**src/rtl/nvm_seq_pkg.sv**
```systemverilog
package nvm_seq_pkg;

  typedef enum logic [3:0] {
    ST_OFF, ST_BOOT, ST_READY, ST_SLEEP, ST_WAKE, ST_CES,
    ST_RATD, ST_RATO, ST_WSET, ST_WPULSE, ST_WHOLD, ST_CEH
  } seq_state_e;

  typedef enum logic [1:0] {
    OP_READ  = 2'b00,
    OP_PROG  = 2'b01,
    OP_ERASE = 2'b10,
    OP_BAD   = 2'b11
  } nvm_op_e;

  // Time in ns to clock cycles, rounded up, never below one cycle.
  function automatic int unsigned ns_to_cyc(input longint unsigned t_ns,
                                            input longint unsigned clk_hz);
    longint unsigned c;
    c = (t_ns * clk_hz + 64'd999_999_999) / 64'd1_000_000_000;
    if (c == 0) c = 1;
    return c[31:0];
  endfunction

  function automatic int unsigned max2(input int unsigned a, input int unsigned b);
    return (a > b) ? a : b;
  endfunction

endpackage

```
**src/rtl/nvm_delay_timer.sv**
```systemverilog
module nvm_delay_timer #(
  parameter int unsigned CNT_W = 20
) (
  input  logic             clk,
  input  logic             rst_n,
  input  logic             load,
  input  logic [CNT_W-1:0] load_val,
  output logic             done
);

  logic [CNT_W-1:0] cnt_q, cnt_d;
  logic             cnt_en;

  assign cnt_en = load || (cnt_q != '0);

  always_comb begin
    if (load) cnt_d = load_val;
    else      cnt_d = cnt_q - 1'b1;
  end

  always_ff @(posedge clk or negedge rst_n) begin
    if (!rst_n)      cnt_q <= '0;
    else if (cnt_en) cnt_q <= cnt_d;
  end

  assign done = (cnt_q == '0);

endmodule

```
**src/rtl/nvm_seq_fsm.sv**
```systemverilog
module nvm_seq_fsm
  import nvm_seq_pkg::*;
#(
  parameter int unsigned ADDR_W  = 8,
  parameter int unsigned DATA_W  = 8,
  parameter int unsigned CNT_W   = 20,
  parameter int unsigned C_RSTL  = 1,
  parameter int unsigned C_BOOT  = 1,
  parameter int unsigned C_IDLE  = 1,
  parameter int unsigned C_WAKE  = 1,
  parameter int unsigned C_CES   = 1,
  parameter int unsigned C_ATD   = 1,
  parameter int unsigned C_ATO   = 1,
  parameter int unsigned C_VS    = 1,
  parameter int unsigned C_PULSE = 1,
  parameter int unsigned C_WH    = 1,
  parameter int unsigned C_CEHW  = 1
) (
  input  logic              clk,
  input  logic              rst_n,
  input  logic              supply_ok,
  input  logic              sleep_req,
  input  logic              req_valid,
  input  logic [1:0]        req_op,
  input  logic [ADDR_W-1:0] req_addr,
  input  logic [DATA_W-1:0] req_wdata,
  input  logic              req_rmw,
  input  logic              tmr_done,
  output logic              tmr_load,
  output logic [CNT_W-1:0]  tmr_val,
  output logic              req_ready,
  output logic              rsp_valid,
  output logic [DATA_W-1:0] rsp_rdata,
  output logic              m_rst_n,
  output logic              m_idle_n,
  output logic              m_ce_n,
  output logic              m_we_n,
  output logic              m_pgm_n,
  output logic              m_ers_n,
  output logic              m_clk,
  output logic [ADDR_W-1:0] m_addr,
  output logic [DATA_W-1:0] m_din,
  input  logic [DATA_W-1:0] m_dout
);

  seq_state_e        state_q, state_d;
  nvm_op_e           act_q, act_d;
  logic              rmw_q, rmw_d, pend_q, pend_d, fin_q, fin_d;
  logic [ADDR_W-1:0] addr_q, addr_d;
  logic [DATA_W-1:0] data_q, data_d, rdata_q, rdata_d;
  logic              accept, wr_phase, need_erase;

  function automatic logic [CNT_W-1:0] dur(input int unsigned c);
    return CNT_W'(c - 1);
  endfunction

  assign req_ready  = (state_q == ST_READY) && !sleep_req;
  assign accept     = req_ready && req_valid && (req_op != OP_BAD);
  assign need_erase = |(~rdata_q & data_q);

  always_comb begin
    state_d  = state_q;
    act_d    = act_q;
    rmw_d    = rmw_q;
    pend_d   = pend_q;
    addr_d   = addr_q;
    data_d   = data_q;
    rdata_d  = rdata_q;
    fin_d    = 1'b0;
    tmr_load = 1'b0;
    tmr_val  = '0;
    if (!supply_ok) begin
      state_d = ST_OFF;
      if (state_q != ST_OFF) begin tmr_load = 1'b1; tmr_val = dur(C_RSTL); end
    end else begin
      unique case (state_q)
        ST_OFF: if (tmr_done) begin
          state_d = ST_BOOT; tmr_load = 1'b1; tmr_val = dur(C_BOOT);
        end
        ST_BOOT, ST_WAKE: if (tmr_done) state_d = ST_READY;
        ST_READY: begin
          if (sleep_req) begin
            state_d = ST_SLEEP; tmr_load = 1'b1; tmr_val = dur(C_IDLE);
          end else if (accept) begin
            addr_d  = req_addr;
            data_d  = req_wdata;
            rdata_d = '0;
            pend_d  = 1'b0;
            rmw_d   = req_rmw && (req_op == OP_PROG);
            act_d   = (req_rmw && (req_op == OP_PROG)) ? OP_READ : nvm_op_e'(req_op);
            state_d = ST_CES; tmr_load = 1'b1; tmr_val = dur(C_CES);
          end
        end
        ST_SLEEP: if (tmr_done && !sleep_req) begin
          state_d = ST_WAKE; tmr_load = 1'b1; tmr_val = dur(C_WAKE);
        end
        ST_CES: if (tmr_done) begin
          tmr_load = 1'b1;
          if (act_q == OP_READ) begin state_d = ST_RATD; tmr_val = dur(C_ATD); end
          else                  begin state_d = ST_WSET; tmr_val = dur(C_VS);  end
        end
        ST_RATD: if (tmr_done) begin
          state_d = ST_RATO; tmr_load = 1'b1; tmr_val = dur(C_ATO);
        end
        ST_RATO: if (tmr_done) begin
          rdata_d = m_dout;
          state_d = ST_CEH; tmr_load = 1'b1; tmr_val = dur(C_CEHW);
        end
        ST_WSET: if (tmr_done) begin
          state_d = ST_WPULSE; tmr_load = 1'b1; tmr_val = dur(C_PULSE);
        end
        ST_WPULSE: if (tmr_done) begin
          state_d = ST_WHOLD; tmr_load = 1'b1; tmr_val = dur(C_WH);
        end
        ST_WHOLD: if (tmr_done) begin
          state_d = ST_CEH; tmr_load = 1'b1; tmr_val = dur(C_CEHW);
        end
        ST_CEH: if (tmr_done) begin
          if ((act_q == OP_READ) && rmw_q) begin
            rmw_d   = 1'b0;
            act_d   = need_erase ? OP_ERASE : OP_PROG;
            pend_d  = need_erase;
            state_d = ST_CES; tmr_load = 1'b1; tmr_val = dur(C_CES);
          end else if ((act_q == OP_ERASE) && pend_q) begin
            pend_d  = 1'b0;
            act_d   = OP_PROG;
            state_d = ST_CES; tmr_load = 1'b1; tmr_val = dur(C_CES);
          end else begin
            fin_d   = 1'b1;
            state_d = ST_READY;
          end
        end
        default: state_d = ST_OFF;
      endcase
    end
  end

  always_ff @(posedge clk or negedge rst_n) begin
    if (!rst_n) begin
      state_q <= ST_OFF;
      act_q   <= OP_READ;
      rmw_q   <= 1'b0;
      pend_q  <= 1'b0;
      fin_q   <= 1'b0;
      addr_q  <= '0;
      data_q  <= '0;
      rdata_q <= '0;
    end else begin
      state_q <= state_d;
      act_q   <= act_d;
      rmw_q   <= rmw_d;
      pend_q  <= pend_d;
      fin_q   <= fin_d;
      addr_q  <= addr_d;
      data_q  <= data_d;
      rdata_q <= rdata_d;
    end
  end

  assign wr_phase  = (state_q == ST_WSET) || (state_q == ST_WPULSE) || (state_q == ST_WHOLD);
  assign m_rst_n   = (state_q != ST_OFF);
  assign m_idle_n  = (state_q != ST_OFF) && (state_q != ST_SLEEP);
  assign m_ce_n    = !(wr_phase || (state_q == ST_CES) || (state_q == ST_RATD) || (state_q == ST_RATO));
  assign m_we_n    = (state_q != ST_WPULSE);
  assign m_pgm_n   = !(wr_phase && (act_q == OP_PROG));
  assign m_ers_n   = !(wr_phase && (act_q == OP_ERASE));
  assign m_clk     = (state_q == ST_RATD);
  assign m_addr    = addr_q;
  assign m_din     = data_q;
  assign rsp_valid = fin_q;
  assign rsp_rdata = rdata_q;

endmodule

```
**src/rtl/nvm_seq.sv**
```systemverilog
module nvm_seq
  import nvm_seq_pkg::*;
#(
  parameter longint unsigned CLK_HZ       = 50_000_000,
  parameter int unsigned     ADDR_W       = 8,
  parameter int unsigned     DATA_W       = 8,
  parameter int unsigned     T_RST_LOW_NS = 20,
  parameter int unsigned     T_BOOT_NS    = 100_000,
  parameter int unsigned     T_RST_REC_NS = 10_000,
  parameter int unsigned     T_IDLE_MIN_NS = 5_000,
  parameter int unsigned     T_WAKE_NS    = 100_000,
  parameter int unsigned     T_CE_SETUP_NS = 10_000,
  parameter int unsigned     T_ATD_NS     = 100,
  parameter int unsigned     T_ATO_NS     = 20,
  parameter int unsigned     T_EN_SETUP_NS = 100,
  parameter int unsigned     T_PULSE_NS   = 10_000_000,
  parameter int unsigned     T_WR_HOLD_NS = 10_000,
  parameter int unsigned     T_CE_HIGH_NS = 20
) (
  input  logic              clk,
  input  logic              rst_n,
  input  logic              supply_ok,
  input  logic              sleep_req,
  input  logic              req_valid,
  output logic              req_ready,
  input  logic [1:0]        req_op,
  input  logic [ADDR_W-1:0] req_addr,
  input  logic [DATA_W-1:0] req_wdata,
  input  logic              req_rmw,
  output logic              req_err,
  output logic              rsp_valid,
  output logic [DATA_W-1:0] rsp_rdata,
  output logic              m_rst_n,
  output logic              m_idle_n,
  output logic              m_ce_n,
  output logic              m_we_n,
  output logic              m_pgm_n,
  output logic              m_ers_n,
  output logic              m_clk,
  output logic [4:0]        m_mode,
  output logic [ADDR_W-1:0] m_addr,
  output logic [DATA_W-1:0] m_din,
  input  logic [DATA_W-1:0] m_dout
);

  localparam int unsigned C_RSTL  = ns_to_cyc(T_RST_LOW_NS, CLK_HZ);
  localparam int unsigned C_BOOT  = max2(ns_to_cyc(T_BOOT_NS, CLK_HZ), ns_to_cyc(T_RST_REC_NS, CLK_HZ));
  localparam int unsigned C_IDLE  = ns_to_cyc(T_IDLE_MIN_NS, CLK_HZ);
  localparam int unsigned C_WAKE  = ns_to_cyc(T_WAKE_NS, CLK_HZ);
  localparam int unsigned C_CES   = ns_to_cyc(T_CE_SETUP_NS, CLK_HZ);
  localparam int unsigned C_ATD   = ns_to_cyc(T_ATD_NS, CLK_HZ);
  localparam int unsigned C_ATO   = ns_to_cyc(T_ATO_NS, CLK_HZ);
  localparam int unsigned C_VS    = ns_to_cyc(T_EN_SETUP_NS, CLK_HZ);
  localparam int unsigned C_PULSE = ns_to_cyc(T_PULSE_NS, CLK_HZ);
  localparam int unsigned C_WH    = ns_to_cyc(T_WR_HOLD_NS, CLK_HZ);
  localparam int unsigned C_CEHW  = ns_to_cyc(T_CE_HIGH_NS, CLK_HZ);
  localparam int unsigned C_MAX   = max2(max2(max2(C_PULSE, C_BOOT), max2(C_WAKE, C_CES)),
                                         max2(max2(C_IDLE, C_WH), max2(C_ATD, C_RSTL)));
  localparam int unsigned CNT_W   = $clog2(C_MAX + 1);

  logic [1:0]       rst_sync_q;
  logic             rst_int_n;
  logic             tmr_load, tmr_done;
  logic [CNT_W-1:0] tmr_val;

  always_ff @(posedge clk or negedge rst_n) begin
    if (!rst_n) rst_sync_q <= '0;
    else        rst_sync_q <= {rst_sync_q[0], 1'b1};
  end
  assign rst_int_n = rst_sync_q[1];

  nvm_delay_timer #(.CNT_W(CNT_W)) timer_i (
    .clk(clk), .rst_n(rst_int_n), .load(tmr_load), .load_val(tmr_val), .done(tmr_done)
  );

  nvm_seq_fsm #(
    .ADDR_W(ADDR_W), .DATA_W(DATA_W), .CNT_W(CNT_W),
    .C_RSTL(C_RSTL), .C_BOOT(C_BOOT), .C_IDLE(C_IDLE), .C_WAKE(C_WAKE),
    .C_CES(C_CES), .C_ATD(C_ATD), .C_ATO(C_ATO), .C_VS(C_VS),
    .C_PULSE(C_PULSE), .C_WH(C_WH), .C_CEHW(C_CEHW)
  ) fsm_i (
    .clk(clk), .rst_n(rst_int_n), .supply_ok(supply_ok), .sleep_req(sleep_req),
    .req_valid(req_valid), .req_op(req_op), .req_addr(req_addr),
    .req_wdata(req_wdata), .req_rmw(req_rmw),
    .tmr_done(tmr_done), .tmr_load(tmr_load), .tmr_val(tmr_val),
    .req_ready(req_ready), .rsp_valid(rsp_valid), .rsp_rdata(rsp_rdata),
    .m_rst_n(m_rst_n), .m_idle_n(m_idle_n), .m_ce_n(m_ce_n), .m_we_n(m_we_n),
    .m_pgm_n(m_pgm_n), .m_ers_n(m_ers_n), .m_clk(m_clk),
    .m_addr(m_addr), .m_din(m_din), .m_dout(m_dout)
  );

  assign req_err = req_valid && (!req_ready || (req_op == 2'b11));
  assign m_mode  = 5'h00;

endmodule

```
**config.mk**
```make
export PLATFORM = sky130hd
export DESIGN_NAME = nvm_seq
export DESIGN_NICKNAME = d
export VERILOG_FILES = /design/src/rtl/nvm_seq_pkg.sv /design/src/rtl/nvm_delay_timer.sv /design/src/rtl/nvm_seq_fsm.sv /design/src/rtl/nvm_seq.sv
export SDC_FILE = /design/constraint.sdc
export NUM_CORES = 1
export LEC_CHECK = 0
export ABC_AREA = 0
export CORE_ASPECT_RATIO = 0.8
export CORE_MARGIN = 2
export CORE_UTILIZATION = 50
export CTS_BUF_LIST = sky130_fd_sc_hd__clkbuf_8
export DETAILED_ROUTE_END_ITERATION = 7
export DONT_BUFFER_PORTS = 1
export PLACE_DENSITY = 0.78
export SYNTH_ARGS = -nofsm -noshare
export SYNTH_HDL_FRONTEND = slang
export SYNTH_SLANG_ARGS = --single-unit
```
**constraint.sdc**
```tcl
create_clock -name clk -period 1.5 [get_ports clk]
set_input_delay 0.375 -clock clk [delete_from_list [all_inputs] [get_ports clk]]
set_output_delay 0.375 -clock clk [all_outputs]
set_load 0.05 [all_outputs]
```
Yosys cells after proc, flatten, opt, wreduce, memory -nomap -nowiden
Cells that the tools add are included. W data, S select, Z words.

Add/subtract/negate cells: 1. Multipliers: 0. Div/mod/pow operators: 0. Order comparisons: 0. Equality and inequality tests: 34. Shift operators: 0. Mux-type cells: 67. Bitwise operators: 3. Reductions and logical operators: 39.

Operator list (number): $pmux W19 S7 (1); $mux W19 (6); $mux W4 (14); $pmux W4 S10 (1); $mux W9 (3); $ne A3 B2 Y1 const B (9); $mux W13 (2); $mux W8 (3); $mux W1 (23); $logic_not A19 Y1 (1); $reduce_bool A19 Y1 (1); $sub A19 B1 Y19 const B (1); $eq A4 B3 Y1 const B (4); $eq A4 B4 Y1 const B (4); $pmux W8 S2 (1); $mux W2 (7); $reduce_and A6 Y1 (2); $logic_and A1 B1 Y1 (11); $reduce_and A10 Y1 (1); $and A8 B8 Y8 (1); $eq A4 B2 Y1 const B (2); $ne A2 B1 Y1 const B (4); $not A8 Y8 (1); $reduce_or A8 Y1 (1); 23 further kinds (40).

Register bits: 54. Bits in latches: 0. Memory bits (writable): 0. Bits in read-only memories: 0. Input port bits: 32. Output and inout bits: 39. Logic and storage cells: 154. Memories: 0.

Depth between registers and ports, before layout
Gate-level depths: netlist of the first run.

Depth in word-level cells: 9. Depth in mapped cells: 10. Depth with buffers taken out: 8.

Hierarchy
Synthesis of the first run repeated with hierarchy kept, for this count alone.

Cell total of the unflattened synthesis: 355. Area total of the unflattened synthesis: 3468.3 um^2.

Modules (own cells, without submodules): nvm_seq_fsm (instances 1, cells each 234, area each 2302.2 um^2, sequential area each 825.8 um^2); nvm_delay_timer (instances 1, cells each 110, area each 1059.8 um^2, sequential area each 475.5 um^2); nvm_seq (instances 1, cells each 11, area each 106.4 um^2, sequential area each 50.0 um^2).

Worst setup path before layout of the first run
OpenSTA, ideal clock, no wires.

Path type: reg2out. Start point: register fsm_i.state_q[3]. End point: output port req_err. Data arrival time: 2173 ps. Data required time: 1125 ps. Setup slack: -1048 ps. Cell stages (with the launch flop): 5. Buffers on the path: 1. Path through: dfrtp_1 -> buf_2 -> or4b_4 -> nor2_2 -> a21boi_0.

Cells in the longest elaborated chain, start to end: 5.

Ends and longest elaborated chain: start: declaration (RTL line nvm_seq_fsm.sv:46) `seq_state_e state_q, state_d;`; start signal: assignment (RTL line nvm_seq_fsm.sv:149) `state_q <= state_d;`; $eq A4 B2 Y1 (RTL line nvm_seq_fsm.sv:57) `assign req_ready = (state_q == ST_READY) && !sleep_req;`; $logic_and A1 B1 Y1 (RTL line nvm_seq_fsm.sv:57); named net req_ready (RTL line nvm_seq.sv:25) `output logic req_ready,`; $logic_not A1 Y1 (RTL line nvm_seq.sv:92) `assign req_err = req_valid && (!req_ready || (req_op == 2'b11));`; $logic_or A1 B1 Y1 (RTL line nvm_seq.sv:92); $logic_and A1 B1 Y1 (RTL line nvm_seq.sv:92); end: declaration (RTL line nvm_seq.sv:30) `output logic req_err,`.

The timed path passes the listed nets, and every way through them passes these cells.

Final worst setup path of the first run
Start point: register timer_i.cnt_q[0]. End point: register timer_i.cnt_q[17].

Cells in the longest elaborated chain, start to end: 6. Elaborated cells on any way between the ends: 15. Classes of those cells: add/sub (1); mux (10); reduce/logical (4).

Ends and longest elaborated chain: start: declaration (RTL line nvm_delay_timer.sv:11) `logic [CNT_W-1:0] cnt_q, cnt_d;`; start signal: assignment (RTL line nvm_delay_timer.sv:23) `else if (cnt_en) cnt_q <= cnt_d;`; parallel branches: the longest is 6 deep, another holds $sub A19 B1 Y19.

Several ways; the timed one is not identified. A chain may end at the register's enable or synchronous reset.

==> results summary, run 1 <==
By area the synthesized netlist is led by dfrtp_1, mux2_2, nand2_1, o21ai_0, nor2_1. Before antenna repair, the detailed router went through 5 iterations. The clock net sink count is 54. The ratio of final minimum period to clock period came out at 158.4%.

At the end of the flow, the number of nets in the layout was 500. The fraction of power consumed by combinational cells came out at 8.0%. The synthesized flop and latch total came out at 54. The number of buffers and inverters on the critical path is 3.

Once detail routing completed, the nets flagged for antenna violations numbered 0. The tool flagged a number of max-cap violations equal to 0. For this run, asynchronously set or reset flops after synthesis account for 100.0%. The starting utilization of the core area came out at 52.46%. The signal on the critical path passes through inv_2 -> ha_4 -> or4b_4 -> nor3_4 -> buf_6 -> nand4_1 -> nor3_2 -> buf_4 -> a21oi_1 -> nor2_1. The type of the worst setup path is flop to flop. The detailed-route vias per instance came out at 6.133.

For the pin with the worst max-slew slack, the measured transition is 0.7363 ns. The mean cell area of the mapped netlist came out at 9.356 µm². On the critical path the largest part of the delay comes from simple AND/OR/NAND/NOR gates. The number of ports placed on the die boundary came out at 71. The placed wire-length estimate after detailed placement came out at 6718 µm. The number of synthesized flops with an enable pin came out at 0. The first-pass GRT wire length is 16,430 µm. The cell accounting for the most synthesized area is dfrtp_1. Summed over all layers, the global routing overflow is 0. The number of buffers inserted during clock tree synthesis is 5. The classification of the worst-slack hold path is primary input to flop. For this design, the slowest cell found on the critical path is or4b_4. The minimum setup slack after placement is -0.7523 ns. The setup clock skew after layout came out at 0.01502 ns. Setup repair after global routing could not meet its margin everywhere. The initial antenna violation count is 0. Summed over all nets, the switching power comes to 0.7105 mW. The number of max-slew violations in the final report came out at 0. During placement, the flow inserted port buffers numbering 0. The data arrival time at the worst-slack endpoint came out at 2.63 ns.

The die width came out at 92.52 µm. For this run, the leading register cell type out of synthesis is dfrtp_1. The sequential fraction of the synthesis area is 43.11%. For this run, the top clock speed supported by timing is 0.4210 GHz. In this run, flip-flops and latches consume 55.0% of the power. The most frequent standard cell in the layout excluding fill and tap cells is buf_4. The worst-case IR drop observed on VDD is 0.6657 mV. Setup slack on the critical path of the routed design comes to -0.8754 ns.

The number of distinct library cell variants in the gate-level netlist after synthesis is 60. The post-synthesis cell count is 335. Once layout is complete, the cells apart from fillers number 549. In the final layout, the share of cells above drive strength 1 is 52.35%. The number of standard-cell rows in the floorplan is 25. The routed layout has 3,367 vias.

The filler cells instantiated in the layout total 315. The maximum number of buffers from clock root to sink came out at 2. The number of global-route vias before repair came out at 3,352. For this run, the number of Yosys warnings is 0. In this run the worst path has a maximum fanout of 5.

The tree is rooted in a clkbuf_8. The final critical-path required period is 2.375 ns. The die is 74.82 µm tall. The static leakage power came out at 2.262 nW. The largest net degree at the start of global routing came out at 53.

The number of design-rule violations left by the first detailed-router iteration came out at 369. The worst path required time came out at 1.75 ns. The run finished, with violations left. The signed area change from the synthesized netlist to the final layout is 59.28%.

The global placer's final weighted congestion is 0.9892. Leaving out fill and tap cells, the most frequent cells in the layout are buf_4, dfrtp_1, nand2_1, buf_6, nor2_1. The total wire length is 11,910 µm. The checks that failed: negative setup slack.

At the later pin of the worst-skew pair, clock insertion delay measures 0.33 ns. The clock input transition at the sequential cells of the worst setup and hold paths is 0.11 ns. The launching element type of the critical path is a flop.

The number of design rule violations left after detail routing is 0. Cells fill 83.56% of the core in the end. The final-report setup violation count came out at 61. The synthesized design devotes to its leading area cell type 43.11% of total area. The internal power contribution came out at 2.033 mW.

The total die area came out at 0.006922 mm². The clock tree synthesis step divided the H-tree into 2 levels. In this run switching power makes up 25.89% of total power. The count of endpoints failing hold in the final timing report came out at 0. In this run the tightest slew margin relative to its limit is 50.48%. Global routing used 30.76% of the available tracks.

TritonCTS built the clock tree. The part of the power in the clock network is 37.0%. The biggest cell delay along the critical path is 0.50 ns. 0 antenna diodes ended up in the layout. The core area came out at 0.005974 mm².

The routed length per instance is 21.69 µm. The endpoint type of the worst setup path is a flop. Including well taps, the total number of placed cells is 507. The netlist area before placement came out at 0.003134 mm². In this run the power density over the cells is 549.6 mW/mm².
## worst reg2reg max path: stages (launching register included)
cell and delay (ns):
dfrtp_1 0.43, inv_2 0.09, ha_4 0.14, or4b_4 0.50
nor3_4 0.18, buf_6 0.15, nand4_1 0.22, nor3_2 0.28
buf_4 0.17, a21oi_1 0.04, nor2_1 0.10
## synthesized netlist by cell type (6+ instances only)
library cell	count
xor2_1	9
nor3_1	13
o21ai_0	22
buf_4	6
nand3_1	6
nand2_1	35
xnor2_1	6
inv_1	15
clkbuf_1	7
dfrtp_1	54
mux2_2	17
mux2i_1	9
nor2_1	26
a21oi_1	14
a22oi_1	6
## flip-flops by register name, summed over array words and instances (netlist names)
| register | cells |
|---|---|
| timer_i.cnt_q | 19 |
| fsm_i.m_addr | 8 |
| fsm_i.m_din | 8 |
| fsm_i.rsp_rdata | 8 |
| fsm_i.state_q | 4 |
| fsm_i.act_q | 2 |
| rst_sync_q | 2 |
| fsm_i.pend_q | 1 |
| fsm_i.rmw_q | 1 |
| fsm_i.rsp_valid | 1 |
## cell type report
class | count | area, µm² | area share, %
sequential | 54 | 1354 | 27.12
timing repair buffer | 139 | 1282 | 25.69
multi-input combinational | 252 | 2076 | 41.58
inverter | 15 | 67.56 | 1.353
clock buffer | 5 | 68.82 | 1.378
clock inverter | 3 | 42.54 | 0.8521
tap | 81 | 101.3 | 2.030
## per-stage QoR
| step | total power, mW | setup TNS, ns | cell area [µm²] | hold WS [ns] |
|---|---|---|---|---|
| 6_report | 2.744 | -38.12 | 4992 | 0.1492 |
| 5_1_grt | 2.807 | -41.35 | 4992 | 0.1496 |
| 2_1_floorplan | 1.695 | -32.96 | 3309 | 0.07941 |
| 3_3_place_gp | 1.733 | -29.50 | 4101 | 0.07950 |
| 4_1_cts | 2.715 | -33.67 | 4628 | 0.1543 |
| 3_5_place_dp | 1.740 | -32.32 | 4101 | 0.07950 |
## logic make-up (layout without fill, tap and decap cells)
| kind of cell | Yosys count | count (layout) | synth area share (%) |
|---|---|---|---|
| muxes | 26 | 26 | 8.982 |
| and+or+nand+nor | 126 | 127 | 21.72 |
| buffers and inverters | 34 | 162 | 5.389 |
| AOI/OAI and AO/OA | 77 | 77 | 15.97 |
| xor gates and xnor gates | 15 | 15 | 4.192 |
| DFF | 54 | 54 | 43.11 |
| adders and majority gates | 1 | 1 | 0.3991 |
| other | 2 | 6 | 0.2396 |
## timing repair
item,in CTS,in global routing
hold buffers,1,0
pin swaps,17,30
endpoints found under the setup margin,61,61
gates cloned,0,1
gates resized for setup,70,57
hold endpoints to repair,2,0
buffers inserted,16,18
## worst paths after layout
kind	cells after the start	startpoint	to	slack, ns
setup / recovery	10	timer_i.cnt_q[0]$_DFFE_PN0P_	timer_i.cnt_q[17]$_DFFE_PN0P_	-0.88
hold / removal	1	req_op[1]	fsm_i.rmw_q$_DFFE_PN0P_	0.15
setup reg to reg	10	timer_i.cnt_q[0]$_DFFE_PN0P_	timer_i.cnt_q[17]$_DFFE_PN0P_	-0.88
hold reg to reg	1	rst_sync_q[1]$_DFF_PN0_	timer_i.cnt_q[16]$_DFFE_PN0P_	0.25
max in group asynchronous	1	rst_sync_q[1]$_DFF_PN0_	fsm_i.rsp_rdata[5]$_DFFE_PN0P_	1.00
min in group asynchronous	1	rst_sync_q[1]$_DFF_PN0_	timer_i.cnt_q[16]$_DFFE_PN0P_	0.25
## power groups by stage
stage	combinational (mW)	clock, mW	sequential (mW)
after global placement	0.197	0	1.54
after global routing	0.232	1.06	1.51
after CTS	0.208	0.998	1.51
after detailed placement	0.203	0	1.54
after floorplan	0.0960	0	1.60
final	0.218	1.02	1.51
## metal layers
metal  wire length, µm  part of all wire, %  global-route usage [%]
met5                 0                    0                       0
met2              5900                   50                   54.10
met1              4500                   38                   37.21
met4               482                  4.0                   11.61
met3              1025                  8.6                   8.008
(Power assumes the default switching activity.)
==> inputs of run 2 (changes only) <==
--- a/config.mk
+++ b/config.mk
@@ -7,12 +7,14 @@
 export LEC_CHECK = 0
 export ABC_AREA = 0
 export CORE_ASPECT_RATIO = 0.8
-export CORE_MARGIN = 2
+export CORE_MARGIN = 4
 export CORE_UTILIZATION = 50
 export CTS_BUF_LIST = sky130_fd_sc_hd__clkbuf_8
 export DETAILED_ROUTE_END_ITERATION = 7
 export DONT_BUFFER_PORTS = 1
+export GPL_TIMING_DRIVEN = 0
 export PLACE_DENSITY = 0.78
+export SLEW_MARGIN = 20
 export SYNTH_ARGS = -nofsm -noshare
 export SYNTH_HDL_FRONTEND = slang
 export SYNTH_SLANG_ARGS = --single-unit
==> results summary, run 2 (same netlist as run 1, synthesis figures left out) <==
The total design power came out at 2.763 mW (+0.71%). The ratio of final minimum period to clock period is 160.4% (+2.1 points). The checks that failed: negative setup slack. The data arrival time at the worst-slack endpoint is 2.59 ns (-0.04 ns). Leaving out fill and tap cells, the most frequent cells in the layout are dfrtp_1, buf_4, nand2_1. The total negative setup slack is -45.81 ns (-7.690 ns).

Relative to the synthesized area, the layout overhead comes to 36.65%. Ranked by flip-flop count, first place goes to timer_i.cnt_q. The flip-flop count of the largest register after layout is 19 (unchanged). The cell area power density came to 645.2 mW/mm² (+17%). The global placer's final weighted congestion was 0.8930 (-9.7%). The initial antenna violation count came out at 0 (unchanged). The highest achievable clock rate is 0.4156 GHz (-1.3%). The final-stage net count was 420 (-16%).

In this run the clock root is driven by a clkbuf_8. The total area of multi-input combinational cells was 0.002014 mm² (-3.0%). The utilization of the core after routing came to 71.31% (-12 points). The number of ports placed on the die boundary is 71 (unchanged). The maximum number of buffers from clock root to sink came out at 2 (unchanged). The global route total overflow came out at 0 (unchanged). The largest net degree at the start of global routing is 28 (-47%). The number of max-slew violations in the final report came to 0 (unchanged). The number of detailed-route iterations in the first pass came out at 5 (unchanged).

The share of final-layout standard cells stronger than drive strength 1 was 39.69% (-13 points). The number of standard-cell rows in the floorplan is 25 (unchanged). The routed length per instance is 19.92 µm (-8.2%). The final-report setup violation count is 61 (unchanged). The number of port buffers is 0 (unchanged). The total wire length is 9342 µm (-22%). The setup path with the least slack is of type flop to flop. The area of all sequential standard cells was 0.001355 mm² (about the same). The static leakage power came out at 1.861 nW (-18%). The number of routed nets with antenna violations came to 0 (unchanged).

The largest fanout of any net on the critical path came out at 6 (+1). The starting utilization of the core area is 52.19% (-0.27 points). The number of vias in the routed layout came out at 2,913 (-13%). The setup clock skew after layout came out at 0.01090 ns (-0.004124 ns). The number of design-rule violations left by the first detailed-router iteration is 295 (-20%). The actual transition at the worst max-transition pin is 0.7288 ns (-0.007449 ns). The antenna cell count is 0 (unchanged).

The number of design rule violations left after detail routing came out at 0 (unchanged). The worst setup path is launched from a flop. The count of filler cells inserted in the layout came out at 416 (+32%). TritonCTS built the clock tree.

The worst vdd rail ir drop is 0.5950 mV (-11%). The source-to-sink clock delay at the later pin of the worst-skew pair came to 0.31 ns (-0.02 ns). The first-pass GRT wire length came to 13,660 µm (-17%).

The max capacitance violation total came out at 0 (unchanged). The clock input transition at the sequential cells of the worst setup and hold paths is 0.11 ns (about the same). The placed wire-length estimate after detailed placement came out at 5738 µm (-15%). The remaining max-slew budget at the tightest pin is 51.23% (+0.76 points). The total die area is 0.007607 mm² (+9.9%).

The final critical-path required period came out at 2.406 ns (+0.03094 ns). The worst path required time came to 1.68 ns (-0.07 ns). The path class of the tightest hold or removal check is primary input to flop. The core area was 0.006006 mm² (+0.52%).

The number of global-route vias before repair came out at 2,888 (-14%). The final worst-path setup slack came out at -0.9063 ns (-0.03094 ns). STA classifies the critical path endpoint as a flop. The count of endpoints failing hold in the final timing report is 0 (unchanged).

The clock net sink count came out at 54 (unchanged). The detailed-route vias per instance is 6.211 (+1.3%). Setup repair after global routing could not meet its margin everywhere. The number of levels the H-tree was split into is 2 (unchanged).

The total track usage came out at 22.75% (-8.0 points). The y dimension of the die is 78.82 µm (+5.3%). The die width is 96.52 µm (+4.3%).

The most frequent standard cell in the layout excluding fill and tap cells is dfrtp_1. The number of buffers inserted during clock tree synthesis is 5 (unchanged). The run finished, with violations left.
run 2: changes by cell type in the layout (fill, tap and decap cells not counted), moves of 3 or more:
cell      before  now
a21oi_1        7   11
a21oi_2        6    3
clkbuf_8       5    8
buf_6         29   16
buf_8          7    3
buf_4         96   29
run 2: cell type report:
cell class	count	share of cell area [%]
multi-input cells	251	47.03
flip-flops and latches	54	31.64
repair buffers	43	10.31
plain buffers	17	4.236
well taps	81	2.366
clock buffers	6	1.928
inverters	15	1.578
clock inverters	2	0.9056
run 2: critical path, cell delays in order (launching register included):
cell	delay, ns
dfrtp_2	0.42
or4b_4	0.58
nor2_4	0.40
and3_4	0.34
o21ai_1	0.18
o21ai_1	0.24
o41ai_2	0.11
run 2: path summary, 6_finish.rpt:
path | start | endpoint | slack [ns] | cells past startpoint
min in group asynchronous | rst_sync_q[1]$_DFF_PN0_ | timer_i.cnt_q[12]$_DFFE_PN0P_ | 0.27 | 0
hold reg to reg | rst_sync_q[1]$_DFF_PN0_ | timer_i.cnt_q[12]$_DFFE_PN0P_ | 0.27 | 0
hold / removal | req_op[1] | fsm_i.rmw_q$_DFFE_PN0P_ | 0.17 | 1
setup reg to reg | fsm_i.state_q[0]$_DFFE_PN0P_ | fsm_i.rmw_q$_DFFE_PN0P_ | -0.91 | 6
max in group asynchronous | rst_sync_q[1]$_DFF_PN0_ | fsm_i.rsp_rdata[1]$_DFFE_PN0P_ | 0.69 | 1
setup / recovery | fsm_i.state_q[0]$_DFFE_PN0P_ | fsm_i.rmw_q$_DFFE_PN0P_ | -0.91 | 6
run 2: report_power, final:
part	total [mW]	switching [mW]	internal, mW	leakage (nW)
Clock	1.05	0.502	0.550	0.0618
Sequential	1.57	0.0930	1.48	0.671
Combinational	0.142	0.0976	0.0444	1.13
Total	2.76	0.693	2.07	1.86
run 2: layer usage:
metal / routed length, µm / track usage (%)
met5: 0 / 0
met4: 302 / 7.423
met3: 977 / 7.860
met2: 4272 / 34.78
met1: 3789 / 30.24
run 2: metrics by stage:
step	hold slack (ns)	instance area (µm²)	cells	worst slack [ns]
finish	0.1652	4283	469	-0.9063
global placement	0.07946	3411	420	-0.9714
floorplan	0.07941	3309	339	-0.7286
detailed placement	0.07946	3431	421	-0.9859
global route	0.1496	4283	469	-0.9526
CTS	0.1452	3936	450	-0.8833
run 2: repair_timing:
| action | CTS | global route |
|---|---|---|
| endpoints found under the hold margin | 2 | 0 |
| buffers inserted | 20 | 20 |
| resized for setup | 51 | 38 |
| gates cloned | 0 | 1 |
| pin swaps | 14 | 22 |
| hold buffers | 1 | 0 |
| endpoints found under the setup margin | 61 | 61 |
